==> src/rtl/irqc_pkg.sv <==
package irqc_pkg;
  localparam int IRQC_SRC_N  = 14;
  localparam int IRQC_DW     = 16;
  localparam int IRQC_ADDR_W = 2;

  typedef enum logic [IRQC_ADDR_W-1:0] {
    SEL_GLOBAL = 2'd0,
    SEL_MASK   = 2'd1,
    SEL_FLAGS  = 2'd2,
    SEL_NONE   = 2'd3
  } reg_sel_e;
endpackage

==> src/rtl/irqc_rst_sync.sv <==
module irqc_rst_sync #(
  parameter int STAGES = 2
) (
  input  logic clk,
  input  logic arst_n,
  output logic rst_sync_n
);
  logic [STAGES-1:0] sync_q;

  always_ff @(posedge clk or negedge arst_n) begin
    if (!arst_n) sync_q <= '0;
    else         sync_q <= {sync_q[STAGES-2:0], 1'b1};
  end

  assign rst_sync_n = sync_q[STAGES-1];
endmodule

==> src/rtl/irqc_flag_bank.sv <==
module irqc_flag_bank #(
  parameter int SRC_N = 14
) (
  input  logic             clk,
  input  logic             rst_n,
  input  logic [SRC_N-1:0] req,
  input  logic [SRC_N-1:0] mask,
  input  logic             gate,
  input  logic             clr_stb,
  input  logic [SRC_N-1:0] clr_bits,
  output logic [SRC_N-1:0] flags
);
  for (genvar g = 0; g < SRC_N; g++) begin : g_bit
    logic set_c;
    logic clr_c;
    logic flag_d;
    logic flag_q;
    logic flag_en;

    always_comb begin
      set_c   = req[g] & mask[g] & gate;
      clr_c   = clr_stb & clr_bits[g];
      flag_en = set_c | clr_c;
      // a new capture takes precedence over an acknowledge
      flag_d  = set_c | (flag_q & ~clr_c);
    end

    always_ff @(posedge clk or negedge rst_n) begin
      if (!rst_n)       flag_q <= 1'b0;
      else if (flag_en) flag_q <= flag_d;
    end

    assign flags[g] = flag_q;
  end
endmodule

==> src/rtl/irqc_read_mux.sv <==
module irqc_read_mux
  import irqc_pkg::*;
#(
  parameter int SRC_N = IRQC_SRC_N,
  parameter int DW    = IRQC_DW
) (
  input  logic [IRQC_ADDR_W-1:0] sel,
  input  logic                   global_on,
  input  logic [SRC_N-1:0]       mask,
  input  logic [SRC_N-1:0]       flags,
  output logic [DW-1:0]          rdata
);
  localparam int PAD_W = DW - SRC_N;

  always_comb begin
    rdata = '0;
    case (sel)
      SEL_GLOBAL: rdata = {{(DW-1){1'b0}}, global_on};
      SEL_MASK:   rdata = {{PAD_W{1'b0}}, mask};
      SEL_FLAGS:  rdata = {{PAD_W{1'b0}}, flags};
      default:    rdata = '0;
    endcase
  end
endmodule

==> src/rtl/irqc_top.sv <==
module irqc_top
  import irqc_pkg::*;
#(
  parameter int SRC_N = IRQC_SRC_N,
  parameter int DW    = IRQC_DW
) (
  input  logic                   clk,
  input  logic                   arst_n,
  input  logic [SRC_N-1:0]       src_req_i,
  input  logic                   cpu_irq_off_i,
  input  logic                   reg_wr_i,
  input  logic [IRQC_ADDR_W-1:0] reg_addr_i,
  input  logic [DW-1:0]          reg_wdata_i,
  output logic [DW-1:0]          reg_rdata_o,
  output logic                   irq_pending_o
);
  logic             rst_sync_n;
  logic             global_q;
  logic             global_d;
  logic             global_en;
  logic [SRC_N-1:0] mask_q;
  logic [SRC_N-1:0] mask_d;
  logic             mask_en;
  logic [SRC_N-1:0] flag_q;
  logic             capture_gate;
  logic             flag_clr_stb;

  irqc_rst_sync #(.STAGES(2)) u_rst (
    .clk        (clk),
    .arst_n     (arst_n),
    .rst_sync_n (rst_sync_n)
  );

  always_comb begin
    global_en    = reg_wr_i && (reg_addr_i == SEL_GLOBAL);
    global_d     = |reg_wdata_i;
    mask_en      = reg_wr_i && (reg_addr_i == SEL_MASK);
    mask_d       = reg_wdata_i[SRC_N-1:0];
    flag_clr_stb = reg_wr_i && (reg_addr_i == SEL_FLAGS);
    capture_gate = global_q & ~cpu_irq_off_i;
  end

  always_ff @(posedge clk or negedge rst_sync_n) begin
    if (!rst_sync_n)    global_q <= 1'b0;
    else if (global_en) global_q <= global_d;
  end

  always_ff @(posedge clk or negedge rst_sync_n) begin
    if (!rst_sync_n)  mask_q <= '0;
    else if (mask_en) mask_q <= mask_d;
  end

  irqc_flag_bank #(.SRC_N(SRC_N)) u_flags (
    .clk      (clk),
    .rst_n    (rst_sync_n),
    .req      (src_req_i),
    .mask     (mask_q),
    .gate     (capture_gate),
    .clr_stb  (flag_clr_stb),
    .clr_bits (reg_wdata_i[SRC_N-1:0]),
    .flags    (flag_q)
  );

  irqc_read_mux #(.SRC_N(SRC_N), .DW(DW)) u_rd (
    .sel       (reg_addr_i),
    .global_on (global_q),
    .mask      (mask_q),
    .flags     (flag_q),
    .rdata     (reg_rdata_o)
  );

  assign irq_pending_o = global_q & (|flag_q);
endmodule

==> config.mk <==
export PLATFORM = sky130hd
export DESIGN_NAME = irqc_top
export DESIGN_NICKNAME = d
export VERILOG_FILES = /design/src/rtl/irqc_pkg.sv /design/src/rtl/irqc_rst_sync.sv /design/src/rtl/irqc_flag_bank.sv /design/src/rtl/irqc_read_mux.sv /design/src/rtl/irqc_top.sv
export SDC_FILE = /design/constraint.sdc
export NUM_CORES = 1
export LEC_CHECK = 0
export BUFFER_PORTS_ARGS = -buffer_cell sky130_fd_sc_hd__buf_2
export CORE_ASPECT_RATIO = 0.9
export CORE_UTILIZATION = 48
export DETAILED_ROUTE_END_ITERATION = 12
export PLACE_DENSITY = 0.78
export SLEW_MARGIN = 10
export SYNTH_ARGS = -nofsm -noshare
export SYNTH_HDL_FRONTEND = slang
export SYNTH_SLANG_ARGS = --single-unit
==> constraint.sdc <==
create_clock -name clk -period 1.2 [get_ports clk]
set_input_delay 0.12 -clock clk [delete_from_list [all_inputs] [get_ports clk]]
set_output_delay 0.12 -clock clk [all_outputs]
set_load 0.005 [all_outputs]
==> flow_metrics.py <==
metrics = {
    "floorplan": {
        "ios": 53,
        "fp.dieArea_um2": 3294,
        "core-area_um2": 2838,
        "fp-row-count": 18,
        "die_y_um": 54.55,
        "die-width_um": 60.39,
        "initial_utilization": 0.5190,
    },
    "setup_path": {
        "cp-start-kind": "flip-flop",
        "cp_max_fo": 2,
        "cpMaxStageDelayCell": "dfrtp_1",
        "worstPathRequired_ns": 1.08,
        "critPathKind": "reg2out",
        "crit_path_end_kind": "output port",
        "r2r-start": "global_q",
        "path_depth": 3,
        "reg2reg_slack_ns": 0.11,
        "slowest_delay_ns": 0.42,
        "reg2regPathDepth": 3,
        "cp.arrival_ns": 1.35,
        "r2r-end": "u_flags.g_bit[12].flag_q",
        "crit_chain": "nor4_4 > a41oi_2 > buf_2",
        "crit_family": "flip-flops",
        "crit_buf_inv": 1,
    },
    "pwr": {
        "pwr_density_cell_nw_per_um2": 1454,
        "ir_drop_mv": 0.8214,
        "leakage_uw": 0.0009342,
    },
    "finish": {
        "drive_above_1_share": 0.5351,
        "mostFrequentLayoutCell": "buf_2",
        "fin_nets": 220,
        "area_growth_pct": 33.65,
        "final_cells": 225,
        "diodes": 0,
        "final_cell_mix": "buf_2, dfrtp_1, nand2_1, mux2_2, a22o_1",
    },
    "grt": {
        "antenna_found_initial": 0,
        "grt_overflow_total": 0,
        "grt_pass1_vias": 1188,
        "grt_usage": 0.2412,
        "grt_max_degree": 30,
        "grt_pass1_wl_mm": 5.506,
    },
    "hold_path": {
        "min_from": "src_req_i[1]",
        "hold_path_depth": 2,
        "hp-class": "in2reg",
        "hold_end": "u_flags.g_bit[1].flag_q",
    },
    "clock_network": {
        "cts_tree": "yes",
        "clk_path_buf_depth": 2,
        "numCtsBuffers": 5,
        "clock-root-buffer": "clkbuf_4",
        "clock_latency_ns": 0.33,
        "cts_sinks": 31,
        "clk_pin_slew_ns": 0.10,
        "cts_max_level": 2,
    },
    "sta": {
        "min_period_ns": 1.467,
        "setup_slack_ns": -0.2672,
        "finalMaxSlewViolations": 0,
        "finalHoldViolCount": 0,
        "timing.hold.ws_ns": 0.04069,
        "setup_viol": 10,
        "rsz0062_at_grt": "true",
        "period_share": 1.223,
        "skew_ns": 0.007617,
        "fmax_mhz": 681.6,
    },
    "placement": {
        "finalWeightedCongestion": 0.8105,
        "place_inst": 208,
        "io_buffers": 50,
        "post-dp-hpwl_mm": 2.503,
    },
    "route": {
        "drt_first_pass_iters": 4,
        "wl_per_cell_um": 15.84,
        "postRouteAntennaNets": 0,
        "drt_iter0_drc": 54,
        "viasPerCell": 5.529,
        "vias": 1244,
        "drc_errors": 0,
        "routed_wl_mm": 3.563,
    },
    "synth": {
        "ys_ff_latch": 31,
        "avgSynthCellArea_um2": 12.48,
        "synth.distinct_cells": 24,
        "ys_seq_area_frac": 0.5268,
        "yosysWarningCount": 0,
        "synth_area_um2": 1473,
        "syn_inst": 118,
    },
    "outcome": {
        "status": "finished, violations left",
        "failed_checks": "negative setup slack",
    },
    "job": {
        "maxCapViolations": 0,
    },
}
[registers in the layout, summed over array words and instances, names as in the netlist]
| register | cells |
|---|---|
| mask_q | 14 |
| u_flags.g_bit.flag_q | 14 |
| u_rst.sync_q | 2 |
| global_q | 1 |
[per-layer routing]
metal | track usage | wire length [um] | vias up
met4 | 0.09302 | 35 | 0
met2 | 0.3883 | 1659 | 46
met5 | 0 | 0 | -
met1 | 0.3185 | 1633 | 606
met3 | 0.05437 | 234 | 5
li1 | - | - | 587
[metrics by stage]
| stage | cell area (um2) | setup WS [ns] | total power, uW | setup TNS [ns] | util |
|---|---|---|---|---|---|
| floorplan | 1476 | 0.1560 | 1771 | 0 | - |
| global placement | 1762 | -0.2656 | 1975 | -3.513 | 0.6208 |
| detailed placement | 1762 | -0.3310 | 2009 | -4.462 | 0.6208 |
| CTS | 1899 | -0.2748 | 2779 | -0.6834 | 0.6693 |
| global route | 1968 | -0.3209 | 3004 | -1.435 | 0.6936 |
| finish | 1968 | -0.2672 | 2861 | -0.8619 | 0.6936 |
[how the worst max path moves through the flow]
stage	to	slack, ns	start
global placement	u_flags.g_bit[7].flag_q	-0.27	global_q
detailed placement	u_flags.g_bit[7].flag_q	-0.33	global_q
CTS	irq_pending_o	-0.27	u_flags.g_bit[12].flag_q
floorplan	u_flags.g_bit[11].flag_q	0.16	global_q
finish	irq_pending_o	-0.27	u_flags.g_bit[12].flag_q
global route	irq_pending_o	-0.32	u_flags.g_bit[0].flag_q
[synth_stat cells]
cell | n | area (um2)
nand3b_4 | 1 | 20.02
nor2_1 | 3 | 11.26
dfrtp_1 | 31 | 775.7
nor3b_1 | 1 | 7.510
inv_1 | 1 | 3.750
mux2_2 | 14 | 157.7
buf_6 | 2 | 22.52
a32o_1 | 8 | 80.08
o21ai_0 | 1 | 5.000
and2b_1 | 1 | 7.510
mux2i_1 | 1 | 10.01
buf_4 | 2 | 15.01
a21oi_1 | 1 | 5.000
a32o_2 | 6 | 67.56
nor4_1 | 7 | 43.79
nor2b_1 | 1 | 6.260
a22o_1 | 13 | 113.9
conb_1 | 2 | 7.510
buf_8 | 1 | 15.01
and3b_1 | 1 | 8.760
a41oi_1 | 1 | 8.760
and4_1 | 1 | 8.760
buf_2 | 3 | 15.01
nand2_1 | 15 | 56.30
[kinds of logic (layout without fill, tap and decap cells)]
group | Yosys count | after routing | synth area share
buffers and inverters | 9 | 75 | 0.04842
muxes | 15 | 15 | 0.1138
AOI/OAI and AO/OA | 30 | 30 | 0.1903
DFF | 31 | 31 | 0.5268
other | 2 | 3 | 0.005100
and+or+nand+nor | 31 | 31 | 0.1156
[power by group]
part | switching, uW | leakage, uW | internal (uW) | total (uW)
logic | 252 | 0.000546 | 438 | 690
registers | 208 | 0.000349 | 1260 | 1470
clock network | 355 | 0.0000386 | 345 | 699
[what timing repair did]
item | in CTS | in global routing
hold endpoints to repair | 2 | 0
hold buffers | 1 | 0
buffers inserted | 4 | 4
setup endpoints to repair | 27 | 15
gates resized for setup | 8 | 6
pin swaps | 3 | 9
[area by class of cell]
class / instances / area (um2)
Clock buffer: 8 / 68.82
Fill cell: 230 / 869.6
Inverter: 1 / 3.754
Multi-Input combinational cell: 79 / 681.9
Sequential cell: 31 / 775.7
Tap cell: 40 / 50.05
Timing Repair Buffer: 66 / 387.9
[worst reg2reg max path: stages (launching register included)]
cell	delay (ns)
dfrtp_1	0.37
inv_1	0.09
nor2_4	0.33
a32o_2	0.24
(Power assumes the default switching activity.)
